<file path="src/rtl/mcj_pkg.sv">
package mcj_pkg;

    typedef enum logic [1:0] {
        ST_IDLE  = 2'd0,
        ST_SETUP = 2'd1,
        ST_HIGH  = 2'd2
    } seq_state_t;

    localparam int ADDR_W = 3;

    localparam logic [ADDR_W-1:0] A_TDI  = 3'd0;
    localparam logic [ADDR_W-1:0] A_TMS  = 3'd1;
    localparam logic [ADDR_W-1:0] A_MASK = 3'd2;
    localparam logic [ADDR_W-1:0] A_HOLD = 3'd3;
    localparam logic [ADDR_W-1:0] A_CMD  = 3'd4;
    localparam logic [ADDR_W-1:0] A_STAT = 3'd5;
    localparam logic [ADDR_W-1:0] A_TDO  = 3'd6;

endpackage

</file>
<file path="src/rtl/mcj_regfile.sv">
module mcj_regfile
    import mcj_pkg::*;
#(
    parameter int NCH    = 32,
    parameter int HOLD_W = 8
) (
    input  logic              clk,
    input  logic              rst_n,
    input  logic              wr,
    input  logic [ADDR_W-1:0] addr,
    input  logic [NCH-1:0]    wdata,
    input  logic              busy,
    output logic [NCH-1:0]    tdi_q,
    output logic [NCH-1:0]    tms_q,
    output logic [NCH-1:0]    mask_q,
    output logic [HOLD_W-1:0] hold_q,
    output logic              go
);

    logic wr_ok;

    // Writes are accepted only while the sequencer is idle
    assign wr_ok = wr && !busy;
    assign go    = wr_ok && (addr == A_CMD);

    always_ff @(posedge clk or negedge rst_n) begin
        if (!rst_n) begin
            tdi_q  <= '0;
            tms_q  <= '0;
            mask_q <= '1;
            hold_q <= HOLD_W'(1);
        end else if (wr_ok) begin
            unique case (addr)
                A_TDI:   tdi_q  <= wdata;
                A_TMS:   tms_q  <= wdata;
                A_MASK:  mask_q <= wdata;
                A_HOLD:  hold_q <= wdata[HOLD_W-1:0];
                default: ;
            endcase
        end
    end

    p_cfg_frozen_r8: assert property (@(posedge clk) disable iff (!rst_n)
        busy |=> ($stable(tdi_q) && $stable(tms_q) && $stable(mask_q) && $stable(hold_q)));

endmodule

</file>
<file path="src/rtl/mcj_seq.sv">
module mcj_seq
    import mcj_pkg::*;
#(
    parameter int HOLD_W = 8
) (
    input  logic              clk,
    input  logic              rst_n,
    input  logic              go,
    input  logic [HOLD_W-1:0] hold,
    output logic              tck,
    output logic              busy,
    output logic              sample_en
);

    seq_state_t        state_q, state_d;
    logic [HOLD_W-1:0] cnt_q, cnt_d;
    logic [HOLD_W-1:0] hold_eff;

    assign hold_eff = (hold == '0) ? HOLD_W'(1) : hold;

    // next-state logic
    always_comb begin
        state_d = state_q;
        cnt_d   = cnt_q;
        unique case (state_q)
            ST_IDLE: begin
                if (go) state_d = ST_SETUP;             // go
            end
            ST_SETUP: begin
                state_d = ST_HIGH;                      // rise
                cnt_d   = hold_eff - HOLD_W'(1);
            end
            ST_HIGH: begin
                if (cnt_q == '0) state_d = ST_IDLE;     // fall
                else             cnt_d   = cnt_q - HOLD_W'(1);
            end
            default: state_d = ST_IDLE;
        endcase
    end

    // state register
    always_ff @(posedge clk or negedge rst_n) begin
        if (!rst_n) begin
            state_q <= ST_IDLE;
            cnt_q   <= '0;
        end else begin
            state_q <= state_d;
            cnt_q   <= cnt_d;
        end
    end

    // outputs
    always_comb begin
        tck       = 1'b0;
        busy      = 1'b0;
        sample_en = 1'b0;
        unique case (state_q)
            ST_IDLE:  ;
            ST_SETUP: begin busy = 1'b1; sample_en = 1'b1; end
            ST_HIGH:  begin busy = 1'b1; tck = 1'b1; end
            default:  ;
        endcase
    end

    // run length of the current TCK high phase, for the checks below
    logic [HOLD_W:0] hi_run;
    always_ff @(posedge clk or negedge rst_n) begin
        if (!rst_n)   hi_run <= '0;
        else if (tck) hi_run <= hi_run + 1'b1;
        else          hi_run <= '0;
    end

    p_tck_low_idle_r5: assert property (@(posedge clk) disable iff (!rst_n)
        !busy |-> !tck);

    p_setup_low_r5: assert property (@(posedge clk) disable iff (!rst_n)
        $rose(busy) |-> !tck);

    p_high_bound_r4: assert property (@(posedge clk) disable iff (!rst_n)
        tck |-> (hi_run < {1'b0, hold_eff}));

    p_high_full_r4: assert property (@(posedge clk) disable iff (!rst_n)
        $fell(tck) |-> (hi_run == {1'b0, hold_eff}) && !busy);

endmodule

</file>
<file path="src/rtl/mcj_lane.sv">
module mcj_lane (
    input  logic tdi_bit,
    input  logic tms_bit,
    input  logic enable,
    output logic tdi_o,
    output logic tms_o
);

    // a disabled chain is parked: TMS high keeps its controller in reset, TDI low
    always_comb begin
        if (enable) begin
            tdi_o = tdi_bit;
            tms_o = tms_bit;
        end else begin
            tdi_o = 1'b0;
            tms_o = 1'b1;
        end
    end

endmodule

</file>
<file path="src/rtl/mcj_driver.sv">
module mcj_driver
    import mcj_pkg::*;
#(
    parameter  int NMEZZ  = 4,
    parameter  int CPM    = 8,
    parameter  int HOLD_W = 8,
    localparam int NCH    = NMEZZ * CPM
) (
    input  logic              clk,
    input  logic              rst_n,
    input  logic              host_wr,
    input  logic [ADDR_W-1:0] host_addr,
    input  logic [NCH-1:0]    host_wdata,
    output logic [NCH-1:0]    host_rdata,
    output logic              tck,
    output logic [NCH-1:0]    tms,
    output logic [NCH-1:0]    tdi,
    input  logic [NCH-1:0]    tdo
);

    logic [NCH-1:0]    tdi_q, tms_q, mask_q, cap_q;
    logic [HOLD_W-1:0] hold_q;
    logic              go, busy, sample_en;

    mcj_regfile #(.NCH(NCH), .HOLD_W(HOLD_W)) u_regs (
        .clk    (clk),
        .rst_n  (rst_n),
        .wr     (host_wr),
        .addr   (host_addr),
        .wdata  (host_wdata),
        .busy   (busy),
        .tdi_q  (tdi_q),
        .tms_q  (tms_q),
        .mask_q (mask_q),
        .hold_q (hold_q),
        .go     (go)
    );

    mcj_seq #(.HOLD_W(HOLD_W)) u_seq (
        .clk       (clk),
        .rst_n     (rst_n),
        .go        (go),
        .hold      (hold_q),
        .tck       (tck),
        .busy      (busy),
        .sample_en (sample_en)
    );

    // one lane per chain; word bit CPM*m+k serves chain k of mezzanine m
    for (genvar m = 0; m < NMEZZ; m++) begin : g_mezz
        for (genvar k = 0; k < CPM; k++) begin : g_chain
            localparam int B = m * CPM + k;
            mcj_lane u_lane (
                .tdi_bit (tdi_q[B]),
                .tms_bit (tms_q[B]),
                .enable  (mask_q[B]),
                .tdi_o   (tdi[B]),
                .tms_o   (tms[B])
            );
        end
    end

    // TDO of every chain captured on the edge that raises TCK
    always_ff @(posedge clk or negedge rst_n) begin
        if (!rst_n)         cap_q <= '0;
        else if (sample_en) cap_q <= tdo;
    end

    always_comb begin
        host_rdata = '0;
        unique case (host_addr)
            A_TDI:   host_rdata = tdi_q;
            A_TMS:   host_rdata = tms_q;
            A_MASK:  host_rdata = mask_q;
            A_HOLD:  host_rdata = NCH'(hold_q);
            A_STAT:  host_rdata = NCH'(busy);
            A_TDO:   host_rdata = cap_q;
            default: host_rdata = '0;
        endcase
    end

    p_capture_on_rise_r6: assert property (@(posedge clk) disable iff (!rst_n)
        !$stable(cap_q) |-> $rose(tck));

    p_lines_frozen_r10: assert property (@(posedge clk) disable iff (!rst_n)
        (busy && $past(busy)) |-> ($stable(tdi) && $stable(tms)));

endmodule

</file>
<file path="config.mk">
export PLATFORM = sky130hd
export DESIGN_NAME = mcj_driver
export DESIGN_NICKNAME = d
export VERILOG_FILES = /design/src/rtl/mcj_pkg.sv /design/src/rtl/mcj_regfile.sv /design/src/rtl/mcj_seq.sv /design/src/rtl/mcj_lane.sv /design/src/rtl/mcj_driver.sv
export SDC_FILE = /design/constraint.sdc
export NUM_CORES = 1
export LEC_CHECK = 0
export BUFFER_PORTS_ARGS = -buffer_cell sky130_fd_sc_hd__buf_2
export CAP_MARGIN = 20
export CORE_MARGIN = 3
export CORE_UTILIZATION = 56
export CTS_BUF_LIST = sky130_fd_sc_hd__clkbuf_4 sky130_fd_sc_hd__clkbuf_8
export CTS_CLUSTER_DIAMETER = 150
export DETAILED_ROUTE_END_ITERATION = 10
export PLACE_DENSITY = 0.82
export SETUP_SLACK_MARGIN = 0.05
export SYNTH_ARGS = -nofsm -noshare
export SYNTH_HDL_FRONTEND = slang
export SYNTH_SLANG_ARGS = --single-unit
</file>
<file path="constraint.sdc">
create_clock -name clk -period 5.7 [get_ports clk]
set_input_delay 0.855 -clock clk [delete_from_list [all_inputs] [get_ports clk]]
set_output_delay 0.855 -clock clk [all_outputs]
set_load 0.02 [all_outputs]
</file>
==> impl_metrics.csv <==
group,metric,value,unit
run_status,status,"completed",
layout,final_nets,787,
place,gp_congestion,0.839,
critical_path,critical-path-top-cell-by-count,"buf_2",
clocking,ctsHoldBuffers,0,
sta,slew-limit-headroom,27.8,%
layout,final_common_cell,"buf_2",
place,dpl.cell_count,869,
yosys,synth.cell_area,7620,um2
critical_path,r2r_slack,2.56,ns
floorplan,die_h,123,um
yosys,ys_seq_area_share,48.5,%
sta,min_period_over_period,60.4,%
yosys,synth_fp_nets,692,
floorplan,core,13300,um2
global_route,grt_max_degree,93,
critical_path,crit_buf_inv,4,
sta,setup_ws,2.26,ns
yosys,yosysWarnings,0,
global_route,first_global_vias,5404,
critical_path,end_kind,"primary output",
yosys,synth_edf_count,0,
sta,finClkSkew,0.0121,ns
worst_hold_path,hold_class,"input pin to async pin",
power,power_density,568,nW/um2
sta,finalSetupViolCount,0,
critical_path,cp-start-kind,"input pin",
sta,slew_viol_final,0,
critical_path,r2r-start,"u_seq.state_q[0]$_DFFE_PN0P_",
clocking,cts.clk_slew.worst_paths,0.08,ns
critical_path,worstReg2RegEnd,"u_seq.cnt_q[6]$_DFFE_PN0P_",
global_route,antenna_found_initial,0,
critical_path,slowest_stage,"and3b_1",
place,dp_slack,1.81,ns
floorplan,dieArea,15100,um2
global_route,grt_pass1_wl,27600,um
sta,worstMarginPinSlew,1.08,ns
global_route,grt-ovfl-total,0,
sta,hold_violations,0,
floorplan,die_w,123,um
routing,finalWirelength,17700,um
floorplan,start_util,57.3,%
sta,clock.fmax,0.290,GHz
yosys,synth_seq_cells,146,
routing,drt.antenna.violating_nets,0,
sta,rsz0062_at_grt,"no",
yosys,ys_async_sr_fraction,100,%
layout,antennaDiodeCount,0,
yosys,synth_cell_types,50,
routing,drc,0,
clocking,cts_tree,"done",
routing,firstDrtPassIters,4,
clocking,insertion_delay,0.46,ns
layout,drive_gt1_share,53.3,%
power,peakVddDrop,371,uV
sta,timing.setup.tns,0,ns
critical_path,critPathArrivalTime,2.59,ns
clocking,numCtsBuffers,17,
clocking,cts.htree.levels,4,
yosys,synthFlopType,"dfrtp_1",
place,hpwl,11700,um
routing,wl_per_cell,19.6,um
power,leakagePower,3.85,nW
routing,vias,5306,
place,io_buffers,166,
global_route,track_usage,23.9,%
critical_path,cp.required,4.85,ns
sta,fin_hold_ws,0.458,ns
sta,period_needed,3.44,ns
yosys,syn_inst,618,
routing,vias_per_cell,5.88,
layout,fin_cells,902,
critical_path,cp_slowest_stage_delay,0.53,ns
critical_path,rr_worst_depth,10,
critical_path,crit_chain,"buf_2 -> and3b_1 -> buf_16 -> buf_4 -> a22o_1 -> a221o_1 -> buf_2",
clocking,cts-root-buf,"clkbuf_8",
critical_path,worstPathMaxFanout,24,
layout,synthToLayoutAreaGrowth,11.8,%
floorplan,ios,167,
critical_path,critPathKind,"input pin to primary output",
layout,utilization,64.1,%
yosys,syn_avg_cell_area,12.3,um2
job,maxCapViolations,0,
clocking,post_cts_buffers,0,
clocking,cts_sinks,146,
layout,final_cell_mix,"buf_2 (165), mux2_2 (133), dfrtp_1 (113)",
critical_path,worst_path_dominant_cell_family,"buffers and inverters",
routing,drt_iter0_markers,352,
clocking,cts-resized-gates,0,
floorplan,num_rows,42,
clocking,clk_path_buf_depth,2,
registers in the layout (all words and copies together), names as in the netlist:
name,count
u_regs.tms_q,32
u_regs.hold_q,8
u_seq.cnt_q,8
u_regs.mask_q,32
u_seq.state_q,2
u_regs.tdi_q,32
cap_q,32
power by group:
part | total [W] | switching (W) | internal [W] | leakage [nW]
registers | 0.00209 | 0.000442 | 0.00165 | 1.69
logic | 0.00198 | 0.00101 | 0.000966 | 1.96
clock network | 0.000770 | 0.000396 | 0.000374 | 0.189
worst max path at each step:
stage	depth (start not counted)	slack, ns	endpoint	startpoint
after floorplan	6	2.68	host_rdata[11]	host_addr[0]
after global placement	6	1.81	host_rdata[30]	host_addr[1]
after detailed placement	6	1.81	host_rdata[30]	host_addr[1]
after CTS	6	1.81	host_rdata[30]	host_addr[1]
after global routing	7	2.12	host_rdata[28]	host_addr[1]
final	7	2.26	host_rdata[24]	host_addr[1]
cells in the mapped netlist (6+ instances only):
cell type | instances | area [um2]
inv_1 | 6 | 22.5
dfstp_2 | 33 | 867
mux2_2 | 133 | 1500
buf_4 | 64 | 480
dfrtp_1 | 113 | 2830
a221o_1 | 25 | 250
buf_2 | 12 | 60.1
o21ai_0 | 6 | 30.0
o22ai_1 | 6 | 37.5
nand2b_1 | 35 | 219
a22o_1 | 24 | 210
nor2_1 | 17 | 63.8
buf_1 | 8 | 30.0
clkbuf_1 | 11 | 41.3
nand2_1 | 9 | 33.8
a21oi_1 | 8 | 40.0
and2_1 | 32 | 200
mux2i_1 | 12 | 120
per-layer routing:
layer / share of wire, % / GRT usage (%)
met1: 42 / 30.8
met2: 49 / 38.5
met3: 5.8 / 5.71
met4: 2.5 / 11.0
met5: 0 / 0
area by class of cell:
type,instances,area [um2]
Inverter,6,22.5
Timing Repair Buffer,172,902
Multi-Input combinational cell,370,3310
Clock inverter,12,108
Tap cell,176,220
Sequential cell,146,3690
Fill cell,1013,4770
Clock buffer,20,269
stage by stage:
| step | total power, W | instance area, um2 |
|---|---|---|
| final | 0.00484 | 8520 |
| after CTS | 0.00486 | 8500 |
| after global placement | 0.00396 | 8120 |
| after floorplan | 0.00371 | 7620 |
| after global routing | 0.00513 | 8520 |
| after detailed placement | 0.00407 | 8120 |
cells by family (layout without fill, tap and decap cells):
group / count (synthesis) / count (layout) / synth area share (%)
adders and majority gates: 4 / 4 / 0.656
muxes: 154 / 154 / 23.0
xor gates and xnor gates: 7 / 7 / 0.804
DFF: 146 / 146 / 48.5
buffers and inverters: 102 / 210 / 8.47
and+or+nand+nor: 119 / 119 / 9.24
AOI/OAI and AO/OA: 86 / 86 / 9.34
Power figures use the tool's default switching activity.
